===== src/rtl/clos_pkg.sv =====
package clos_pkg;

    typedef enum logic [2:0] {
        ST_OK       = 3'd0,
        ST_IN_BUSY  = 3'd1,
        ST_OUT_BUSY = 3'd2,
        ST_IN_IDLE  = 3'd3,
        ST_RANGE    = 3'd4,
        ST_BLOCKED  = 3'd5
    } status_e;

    localparam logic OP_CONNECT = 1'b0;
    localparam logic OP_RELEASE = 1'b1;

endpackage


===== src/rtl/clos_link_map.sv =====
// Busy bits for the interstage links of one side of the fabric:
// one row per outer matrix, one column per middle matrix.
module clos_link_map #(
    parameter int ROWS = 2,
    parameter int COLS = 3,
    parameter int RW   = 1,
    parameter int CW   = 2
) (
    input  logic            clk,
    input  logic            rst,
    input  logic            set_en,
    input  logic            clr_en,
    input  logic [RW-1:0]   row,
    input  logic [CW-1:0]   col,
    output logic [COLS-1:0] rd_bits
);

    logic [COLS-1:0] busy_d [ROWS];
    logic [COLS-1:0] busy_q [ROWS];

    always_comb begin
        busy_d = busy_q;
        if (set_en) begin
            busy_d[row][col] = 1'b1;
        end
        if (clr_en) begin
            busy_d[row][col] = 1'b0;
        end
    end

    always_ff @(posedge clk) begin
        if (rst) begin
            for (int r = 0; r < ROWS; r++) begin
                busy_q[r] <= '0;
            end
        end else begin
            busy_q <= busy_d;
        end
    end

    assign rd_bits = busy_q[row];

endmodule


===== src/rtl/clos_mid_pick.sv =====
// Lowest-index middle matrix whose two links are both idle.
module clos_mid_pick #(
    parameter int R2 = 3,
    parameter int MW = 2
) (
    input  logic [R2-1:0] a_busy,
    input  logic [R2-1:0] c_busy,
    output logic          found,
    output logic [MW-1:0] mid
);

    logic [R2-1:0] both_free;

    generate
        for (genvar g = 0; g < R2; g++) begin : g_free
            assign both_free[g] = !a_busy[g] && !c_busy[g];
        end
    endgenerate

    always_comb begin
        found = 1'b0;
        mid   = '0;
        for (int k = R2 - 1; k >= 0; k--) begin
            if (both_free[k]) begin
                found = 1'b1;
                mid   = MW'(k);
            end
        end
    end

endmodule


===== src/rtl/clos_call_table.sv =====
// One record per inlet (live flag, outlet, middle index) plus a busy flag per outlet.
module clos_call_table #(
    parameter int NIN  = 4,
    parameter int NOUT = 4,
    parameter int IW   = 2,
    parameter int OW   = 2,
    parameter int MW   = 2
) (
    input  logic          clk,
    input  logic          rst,
    input  logic          wr_en,
    input  logic          clr_en,
    input  logic [IW-1:0] inlet,
    input  logic [OW-1:0] outlet,
    input  logic [MW-1:0] mid,
    output logic          ent_live,
    output logic [OW-1:0] ent_outlet,
    output logic [MW-1:0] ent_mid,
    output logic          outlet_busy
);

    typedef struct packed {
        logic          live;
        logic [OW-1:0] outlet;
        logic [MW-1:0] mid;
    } entry_t;

    entry_t        ent_d   [NIN];
    entry_t        ent_q   [NIN];
    logic [NOUT-1:0] obusy_d;
    logic [NOUT-1:0] obusy_q;

    always_comb begin
        ent_d   = ent_q;
        obusy_d = obusy_q;
        if (wr_en) begin
            ent_d[inlet].live   = 1'b1;
            ent_d[inlet].outlet = outlet;
            ent_d[inlet].mid    = mid;
            obusy_d[outlet]     = 1'b1;
        end
        if (clr_en) begin
            ent_d[inlet].live               = 1'b0;
            obusy_d[ent_q[inlet].outlet]    = 1'b0;
        end
    end

    always_ff @(posedge clk) begin
        if (rst) begin
            for (int i = 0; i < NIN; i++) begin
                ent_q[i] <= '0;
            end
            obusy_q <= '0;
        end else begin
            ent_q   <= ent_d;
            obusy_q <= obusy_d;
        end
    end

    assign ent_live    = ent_q[inlet].live;
    assign ent_outlet  = ent_q[inlet].outlet;
    assign ent_mid     = ent_q[inlet].mid;
    assign outlet_busy = obusy_q[outlet];

endmodule


===== src/rtl/clos_conn_ctrl.sv =====
module clos_conn_ctrl
    import clos_pkg::*;
#(
    parameter int  N_IN    = 2,
    parameter int  M_OUT   = 2,
    parameter int  R1      = 2,
    parameter int  R3      = 2,
    parameter int  R2      = N_IN + M_OUT - 1,
    localparam int NIN_TOT  = N_IN * R1,
    localparam int NOUT_TOT = M_OUT * R3,
    localparam int IW = (NIN_TOT  > 1) ? $clog2(NIN_TOT)  : 1,
    localparam int OW = (NOUT_TOT > 1) ? $clog2(NOUT_TOT) : 1,
    localparam int MW = (R2 > 1) ? $clog2(R2) : 1,
    localparam int AW = (R1 > 1) ? $clog2(R1) : 1,
    localparam int CW = (R3 > 1) ? $clog2(R3) : 1
) (
    input  logic          clk,
    input  logic          rst,
    input  logic          req_valid,
    output logic          req_ready,
    input  logic          req_op,
    input  logic [IW-1:0] req_inlet,
    input  logic [OW-1:0] req_outlet,
    output logic          rsp_valid,
    output logic [2:0]    rsp_status,
    output logic [MW-1:0] rsp_mid
);

    typedef struct packed {
        logic          ready;
        logic          rsp_valid;
        status_e       status;
        logic [MW-1:0] mid;
    } ctrl_t;

    ctrl_t ctl_d, ctl_q;

    logic          accept, in_ok, out_ok;
    logic [AW-1:0] a_idx;
    logic [CW-1:0] c_sel;
    logic          ent_live, out_busy;
    logic [OW-1:0] ent_outlet;
    logic [MW-1:0] ent_mid;
    logic [R2-1:0] a_bits, c_bits;
    logic          found;
    logic [MW-1:0] pick;
    logic          map_set, map_clr, tbl_wr, tbl_clr;
    logic [MW-1:0] wr_col;

    // Index decode: which outer matrices the request touches.
    always_comb begin
        accept = req_valid && ctl_q.ready;
        in_ok  = int'(req_inlet)  < NIN_TOT;
        out_ok = int'(req_outlet) < NOUT_TOT;
        a_idx  = AW'(int'(req_inlet) / N_IN);
        if (req_op == OP_CONNECT) begin
            c_sel = CW'(int'(req_outlet) / M_OUT);
        end else begin
            c_sel = CW'(int'(ent_outlet) / M_OUT);
        end
    end

    clos_link_map #(.ROWS(R1), .COLS(R2), .RW(AW), .CW(MW)) u_amap (
        .clk     (clk),
        .rst     (rst),
        .set_en  (map_set),
        .clr_en  (map_clr),
        .row     (a_idx),
        .col     (wr_col),
        .rd_bits (a_bits)
    );

    clos_link_map #(.ROWS(R3), .COLS(R2), .RW(CW), .CW(MW)) u_cmap (
        .clk     (clk),
        .rst     (rst),
        .set_en  (map_set),
        .clr_en  (map_clr),
        .row     (c_sel),
        .col     (wr_col),
        .rd_bits (c_bits)
    );

    clos_mid_pick #(.R2(R2), .MW(MW)) u_pick (
        .a_busy (a_bits),
        .c_busy (c_bits),
        .found  (found),
        .mid    (pick)
    );

    clos_call_table #(
        .NIN(NIN_TOT), .NOUT(NOUT_TOT), .IW(IW), .OW(OW), .MW(MW)
    ) u_calls (
        .clk         (clk),
        .rst         (rst),
        .wr_en       (tbl_wr),
        .clr_en      (tbl_clr),
        .inlet       (req_inlet),
        .outlet      (req_outlet),
        .mid         (pick),
        .ent_live    (ent_live),
        .ent_outlet  (ent_outlet),
        .ent_mid     (ent_mid),
        .outlet_busy (out_busy)
    );

    // Request decision and next response.
    always_comb begin
        ctl_d           = ctl_q;
        ctl_d.ready     = 1'b1;
        ctl_d.rsp_valid = accept;
        ctl_d.status    = ST_OK;
        ctl_d.mid       = '0;
        map_set = 1'b0;
        map_clr = 1'b0;
        tbl_wr  = 1'b0;
        tbl_clr = 1'b0;
        wr_col  = pick;
        if (accept) begin
            if (req_op == OP_CONNECT) begin
                if (!in_ok || !out_ok) begin
                    ctl_d.status = ST_RANGE;
                end else if (ent_live) begin
                    ctl_d.status = ST_IN_BUSY;
                end else if (out_busy) begin
                    ctl_d.status = ST_OUT_BUSY;
                end else if (!found) begin
                    ctl_d.status = ST_BLOCKED;
                end else begin
                    ctl_d.mid = pick;
                    map_set   = 1'b1;
                    tbl_wr    = 1'b1;
                end
            end else begin
                wr_col = ent_mid;
                if (!in_ok) begin
                    ctl_d.status = ST_RANGE;
                end else if (!ent_live) begin
                    ctl_d.status = ST_IN_IDLE;
                end else begin
                    ctl_d.mid = ent_mid;
                    map_clr   = 1'b1;
                    tbl_clr   = 1'b1;
                end
            end
        end
    end

    always_ff @(posedge clk) begin
        if (rst) begin
            ctl_q <= '{ready: 1'b0, rsp_valid: 1'b0, status: ST_OK, mid: '0};
        end else begin
            ctl_q <= ctl_d;
        end
    end

    assign req_ready  = ctl_q.ready;
    assign rsp_valid  = ctl_q.rsp_valid;
    assign rsp_status = ctl_q.status;
    assign rsp_mid    = ctl_q.mid;

endmodule


===== config.mk =====
export PLATFORM = sky130hd
export DESIGN_NAME = clos_conn_ctrl
export DESIGN_NICKNAME = d
export VERILOG_FILES = /design/src/rtl/clos_pkg.sv /design/src/rtl/clos_link_map.sv /design/src/rtl/clos_mid_pick.sv /design/src/rtl/clos_call_table.sv /design/src/rtl/clos_conn_ctrl.sv
export SDC_FILE = /design/constraint.sdc
export NUM_CORES = 1
export LEC_CHECK = 0
export ABC_AREA = 0
export BUFFER_PORTS_ARGS = -buffer_cell sky130_fd_sc_hd__buf_2
export CORE_MARGIN = 1
export CORE_UTILIZATION = 63
export DETAILED_ROUTE_END_ITERATION = 8
export HOLD_SLACK_MARGIN = 0.15
export PLACE_DENSITY = 0.83
export SLEW_MARGIN = 20
export SYNTH_ARGS = -nofsm -noshare
export SYNTH_HDL_FRONTEND = slang
export SYNTH_HIERARCHICAL = 1
export SYNTH_SLANG_ARGS = --single-unit

===== constraint.sdc =====
create_clock -name clk -period 7.3 [get_ports clk]
set_input_delay 0.365 -clock clk [delete_from_list [all_inputs] [get_ports clk]]
set_output_delay 0.365 -clock clk [all_outputs]
set_load 0.005 [all_outputs]

==> results of run 1 <==
==> cells by family (layout without fill, tap and decap cells) <==
logic type             count (synthesis)  count (layout)  synth area share, %
buffers and inverters                 29              41                 5.94
flip-flops                            43              43                 41.7
multiplexers                          25              25                 15.9
AND/OR/NAND/NOR                       74              74                 22.6
AO/OA/AOI/OAI                         36              36                 13.8
==> metal layers <==
| layer | part of all wire (%) | vias to the layer above |
|---|---|---|
| met5 | 0 | - |
| met4 | 1.4 | 0 |
| met3 | 5.1 | 6 |
| met2 | 50 | 53 |
| met1 | 43 | 776 |
| li1 | - | 786 |
==> where the power goes <==
| part | switching (mW) | internal [mW] | total (mW) |
|---|---|---|---|
| Clock | 0.0748 | 0.0706 | 0.145 |
| Combinational | 0.0227 | 0.0133 | 0.0360 |
| Sequential | 0.00198 | 0.238 | 0.240 |
| Total | 0.0995 | 0.322 | 0.422 |
==> layout make-up <==
type,count,area (sq um),area share [%]
clock inverters,1,30.0,1.35
inverters,19,71.3,3.22
well taps,44,55.1,2.48
repair buffers,15,77.6,3.50
flip-flops and latches,43,861,38.8
multi-input cells,135,1080,48.8
clock buffers,6,41.3,1.86
==> synthesized netlist by cell type (6+ instances only) <==
| master | number | area share, % |
|---|---|---|
| nor2b_1 | 8 | 2.4 |
| a221oi_1 | 11 | 4.7 |
| mux2i_1 | 16 | 7.8 |
| nand4bb_1 | 6 | 3.3 |
| inv_1 | 19 | 3.5 |
| nor2_1 | 24 | 4.4 |
| dfxtp_1 | 43 | 42 |
| mux4_2 | 6 | 6.5 |
| nand4b_1 | 8 | 3.4 |
| nand2_1 | 8 | 1.5 |
| o21ai_0 | 6 | 1.5 |
==> cell usage in the layout, fill, tap and decap left out, drive strengths merged, types with 4 or more instances in the layout <==
cell     instances
a211oi           4
a221oi          13
a311oi           4
a31oi            5
and2             5
buf             15
clkbuf           6
dfxtp           43
inv             19
mux2i           16
mux4             6
nand2            8
nand4b           8
nand4bb          6
nor2            24
nor2b            8
o21ai            6
==> metrics by stage <==
step / cells / hold slack, ns / instance area [sq um] / setup WS [ns] / power (mW)
finish: 263 / 0.262 / 2220 / 3.58 / 0.422
global route: 263 / 0.256 / 2220 / 3.33 / 0.439
CTS: 263 / 0.255 / 2220 / 3.65 / 0.424
detailed placement: 256 / 0.466 / 2150 / 3.27 / 0.281
global placement: 256 / 0.460 / 2150 / 3.37 / 0.279
floorplan: 207 / 0.422 / 2060 / 3.60 / 0.271
==> path summary, 6_finish.rpt <==
path | cells past startpoint | startpoint | endpoint
worst min-delay path | 2 | req_op | rsp_status[2]
worst min register to register | 2 | u_amap/busy_q[2] | u_amap/busy_q[2]
worst max register to register | 8 | register | u_cmap/busy_q[0]
worst max-delay path | 9 | req_inlet[1] | u_cmap/busy_q[0]
==> worst max-delay path: cells and delay by family <==
kind            cells  cell delay, ns
simple gates        2            0.87
buf+inv             1            0.41
compound gates      3            0.71
mux                 3            1.62
==> results.json, run 1 <==
{
  "status": "finished, final reports clean",
  "overflow": 0,
  "post_cts_buffers": 0,
  "grt_usage_pct": 26.8,
  "powerDensity_mw_per_mm2": 190,
  "max-cap-violations": 0,
  "grt_max_degree": 43,
  "hp-class": "input pin to register",
  "rsz0062_at_grt": "false",
  "die_y_um": 59.2,
  "layout.nets": 227,
  "critPathKind": "input pin to register",
  "ys_seq_area_share_pct": 41.7,
  "first_global_vias": 1440,
  "clk_path_buf_depth": 2,
  "synth_ff_type": "dfxtp_1",
  "slowest_stage": "mux4_2",
  "netlist_instances": 207,
  "synth_nets": 215,
  "cts.sinks": 43,
  "post_cts_resized": 0,
  "antenna_found_initial": 0,
  "wl_per_cell_um": 15.8,
  "wl_um": 4160,
  "fin_util_pct": 72.0,
  "dp_hpwl_um": 2860,
  "ir_drop_v": 0.000153,
  "worst_ep_arrival_time_ns": 3.99,
  "hold_viol_final": 0,
  "fmax_ghz": 0.269,
  "crit_fanout": 29,
  "grt_pass1_wl_um": 6800,
  "setup_viol": 0,
  "rows": 20,
  "synth.distinct_cells": 34,
  "top_usage_layer": "met2",
  "place_congestion": 0.792,
  "finalCriticalPeriod_ns": 3.72,
  "start_util_pct": 67.1,
  "fillers": 233,
  "grtUsageMet2_pct": 43.0,
  "drc_errors": 0,
  "clk_pin_slew_ns": 0.12,
  "cts_tree": "yes",
  "clock-root-buffer": "clkbuf_4",
  "cts-hold-fix-buffers": 0,
  "worstMarginPinSlew_ns": 0.768,
  "start_kind": "input pin",
  "path_cells": "buf_2 > mux4_2 > mux2_2 > o21ai_0 > o22ai_2 > nor3_1 > mux2_1 > and2b_1 > a221oi_1",
  "r2r_slack_ns": 3.77,
  "crit_path_max_incr_delay_ns": 0.62,
  "synth-edff-count": 0,
  "skew_ns": 0.00956,
  "syn_avg_cell_area_sq_um": 9.97,
  "crit_required_ns": 7.57,
  "postSynthRegisterBits": 43,
  "area_growth_pct": 7.39,
  "netlist_area_sq_mm": 0.00206,
  "insertion_delay_ns": 0.36,
  "drt_iter0_markers": 159,
  "relSlewSlack_pct": 48.4,
  "antennaDiodeCount": 0,
  "io_pins": 15,
  "ys_warn_count": 6,
  "grtUsageMet3_pct": 7.86,
  "die_w_um": 59.2,
  "drive_gt1_share_pct": 16.4,
  "ant_nets": 0,
  "core-area_sq_mm": 0.00308,
  "cts-buffers-inserted": 5,
  "synth_async_sr_flop_share_pct": 0,
  "tns_ns": 0,
  "dr.pass1.iters": 4,
  "dieArea_sq_mm": 0.00351,
  "htreeDepth": 2,
  "use_met1_pct": 34.0,
  "critical_path.endpoint_type": "register",
  "finalMaxSlewViolations": 0,
  "vias_per_cell": 6.16,
  "finalCritPeriodShare_pct": 51.0,
  "power_leakage_nw": 0.872,
  "vias": 1621,
  "portBuffers": 14
}
Note: power is estimated with default switching activity, not from simulation.
==> run 2, diff against run 1 <==
--- a/config.mk
+++ b/config.mk
@@ -5,13 +5,13 @@
 export SDC_FILE = /design/constraint.sdc
 export NUM_CORES = 1
 export LEC_CHECK = 0
-export ABC_AREA = 0
+export ABC_AREA = 1
 export BUFFER_PORTS_ARGS = -buffer_cell sky130_fd_sc_hd__buf_2
 export CORE_MARGIN = 1
-export CORE_UTILIZATION = 63
+export CORE_UTILIZATION = 54
 export DETAILED_ROUTE_END_ITERATION = 8
 export HOLD_SLACK_MARGIN = 0.15
-export PLACE_DENSITY = 0.83
+export PLACE_DENSITY = 0.75
 export SLEW_MARGIN = 20
 export SYNTH_ARGS = -nofsm -noshare
 export SYNTH_HDL_FRONTEND = slang
==> constraint.sdc (replaced) <==
create_clock -name clk -period 3 [get_ports clk]
set_input_delay 0.15 -clock clk [delete_from_list [all_inputs] [get_ports clk]]
set_output_delay 0.15 -clock clk [all_outputs]
set_load 0.005 [all_outputs]
==> run 2 against run 1 <==
Against the previous run:
- synthesized cell count grew 63%
- non-clock buffer count increased by 6
- design area rose by 12%
- largest power group unchanged
==> results.json, run 2 <==
{
  "hp-class": "input pin to register",
  "core-area_sq_mm": 0.00403,
  "wl_per_cell_um": 12.0,
  "wl_met3_um": 245,
  "overflow": 0,
  "worstMarginPinSlew_ns": 0.539,
  "cp_common_cell": "nand2_1",
  "vias": 2110,
  "setup_viol": 0,
  "max-cap-violations": 0,
  "critical_path.top_delay_family": "simple AND/OR/NAND/NOR gates",
  "htreeDepth": 2,
  "top_layer": "met4",
  "layout.nets": 365,
  "ant_nets": 0,
  "synth_top_cell_by_area": "dfxtp_1",
  "antennaDiodeCount": 0,
  "start_util_pct": 56.3,
  "layout_commonest_cell": "nand2_1",
  "synth_nets": 345,
  "wl_met1_um": 2240,
  "portBuffers": 14,
  "drc_errors": 0,
  "rows": 23,
  "ys_seq_area_share_pct": 37.9,
  "clock-root-buffer": "clkbuf_8",
  "netlist_area_sq_mm": 0.00227,
  "critPathBufInv": 4,
  "path_cells": "nand2_1 > nand2_1 > nand2_2 > nand2_2 > mux2_2 > inv_4 > o21ai_1 > inv_1 > nand2_1 > nand3_1 > inv_1 > nor2_2 > nand2_1 > nor2_1 > buf_4 > nand3_2 > o21ai_0 > a21oi_1",
  "cts.sinks": 43,
  "synth_ff_type": "dfxtp_1",
  "postSynthRegisterBits": 43,
  "hold_viol_final": 0,
  "finalCriticalPeriod_ns": 2.59,
  "start_kind": "register",
  "crit_required_ns": 3.18,
  "ir_drop_v": 0.000235,
  "wl_um": 4910,
  "layout_common_cells": "nand2_1 (60), inv_1 (52), dfxtp_1 (43), nor2_1 (36), nand3_1 (32)",
  "slowest_stage": "mux2_2",
  "finalMaxSlewViolations": 0,
  "critical_path.endpoint_type": "register",
  "finalCritPeriodShare_pct": 86.5,
  "relSlewSlack_pct": 64.0,
  "clk_path_buf_depth": 2,
  "synth.most_common_cell": "nand2_1",
  "powerDensity_mw_per_mm2": 447,
  "grt_max_degree": 20,
  "post_cts_buffers": 0,
  "synthTopCellsByArea": "dfxtp_1 (38%), nand2_1 (9.9%), inv_1 (8.6%), nand3_1 (7.1%), a21oi_1 (6.6%)",
  "synth_async_sr_flop_share_pct": 0,
  "crit_fanout": 10,
  "tns_ns": 0,
  "synthTopCellsByCount": "nand2_1 (60), inv_1 (52), dfxtp_1 (43)",
  "dp_cells": 399,
  "status": "finished, final reports clean",
  "crit_path_max_incr_delay_ns": 0.35,
  "io_pins": 15,
  "insertion_delay_ns": 0.29,
  "first_global_vias": 1829,
  "dp_hpwl_um": 3550,
  "grt_usage_pct": 24.8,
  "drt_iter0_markers": 174,
  "stdcell_count": 408,
  "worst_ep_arrival_time_ns": 2.77,
  "drive_gt1_share_pct": 16.2,
  "synth-edff-count": 0,
  "clk_pin_slew_ns": 0.08,
  "dieArea_sq_mm": 0.00446,
  "vias_per_cell": 5.17,
  "cts-buffers-inserted": 5,
  "synth_top_area_share_pct": 37.9,
  "wl_met2_um": 2320,
  "synth.distinct_cells": 26,
  "rsz0062_at_grt": "false",
  "dr.pass1.iters": 4,
  "syn_avg_cell_area_sq_um": 6.73,
  "grt_pass1_wl_um": 8310,
  "skew_ns": 0.00732,
  "die_y_um": 66.8,
  "die_w_um": 66.8,
  "ys_warn_count": 6,
  "power_leakage_nw": 1.03,
  "critPathKind": "register to register",
  "antenna_found_initial": 0,
  "place_congestion": 0.904,
  "cts_tree": "yes",
  "area_growth_pct": 9.32,
  "fmax_ghz": 0.385,
  "netlist_instances": 337
}
[run 2: cell count changes after synthesis, moves of 12 or more]
cell / delta
nand2_1: +52
a21oi_1: +30
o21ai_0: +13
o21ai_1: +12
mux2i_1: -16
nor2_1: +12
nand3_1: +30
inv_1: +33
[run 2: area by class of cell]
| class | count | area [sq um] |
|---|---|---|
| fill | 380 | 1550 |
| inverter | 63 | 243 |
| tap | 50 | 62.6 |
| timing repair buffer | 21 | 125 |
| sequential | 43 | 861 |
| clock buffer | 8 | 100 |
| multi-input combinational | 223 | 1090 |
[run 2: where the power goes]
group / switching [mW] / internal (mW) / total, mW
registers: 0.00459 / 0.582 / 0.586
clock network: 0.190 / 0.210 / 0.400
logic: 0.0854 / 0.0373 / 0.123
total: 0.280 / 0.829 / 1.11
[run 2: cell families (layout without fill, tap and decap cells)]
family | Yosys count | after routing | share of synthesized area, %
AND/OR/NAND/NOR | 157 | 157 | 32.7
AO/OA/AOI/OAI | 65 | 65 | 14.8
flip-flops | 43 | 43 | 37.9
buffers and inverters | 71 | 92 | 14.1
multiplexers | 1 | 1 | 0.496
[run 2: metrics by stage]
| step | hold WS (ns) | worst slack [ns] | instance area (sq um) | total power, mW | util (%) |
|---|---|---|---|---|---|
| 3_5_place_dp | 0.435 | 0.114 | 2370 | 0.719 | 58.8 |
| 3_3_place_gp | 0.432 | 0.117 | 2370 | 0.717 | 58.8 |
| 2_1_floorplan | 0.207 | 0.405 | 2270 | 0.692 | - |
| 5_1_grt | 0.180 | 0.0970 | 2480 | 1.16 | 61.6 |
| 6_report | 0.165 | 0.405 | 2480 | 1.11 | 61.6 |
| 4_1_cts | 0.160 | 0.288 | 2480 | 1.12 | 61.6 |
[run 2: repair_timing]
action                     CTS  global route
setup endpoints to repair    0             5
gates resized for setup      0             5
hold buffers                 1             0
hold endpoints to repair     1             0
[run 2: tightest hold or removal path: cells and delay by family]
| family | cells | cell delay [ns] |
|---|---|---|
| AND/OR/NAND/NOR | 2 | 0.16 |
| buffers and inverters | 1 | 0.10 |
[run 2: final timing paths]
path / startpoint / cells after the start / end / slack [ns]
setup / recovery: register / 18 / register / 0.41
hold / removal: req_valid / 3 / rsp_valid / 0.17
setup reg to reg: register / 18 / register / 0.41
hold reg to reg: u_cmap/busy_q[0] / 2 / u_cmap/busy_q[0] / 0.44
[run 2: per-layer routing]
| layer | global-route usage [%] | vias up |
|---|---|---|
| li1 | - | 1115 |
| met1 | 30.1 | 933 |
| met2 | 42.2 | 50 |
| met3 | 5.82 | 12 |
| met4 | 8.78 | 0 |
| met5 | 0 | - |
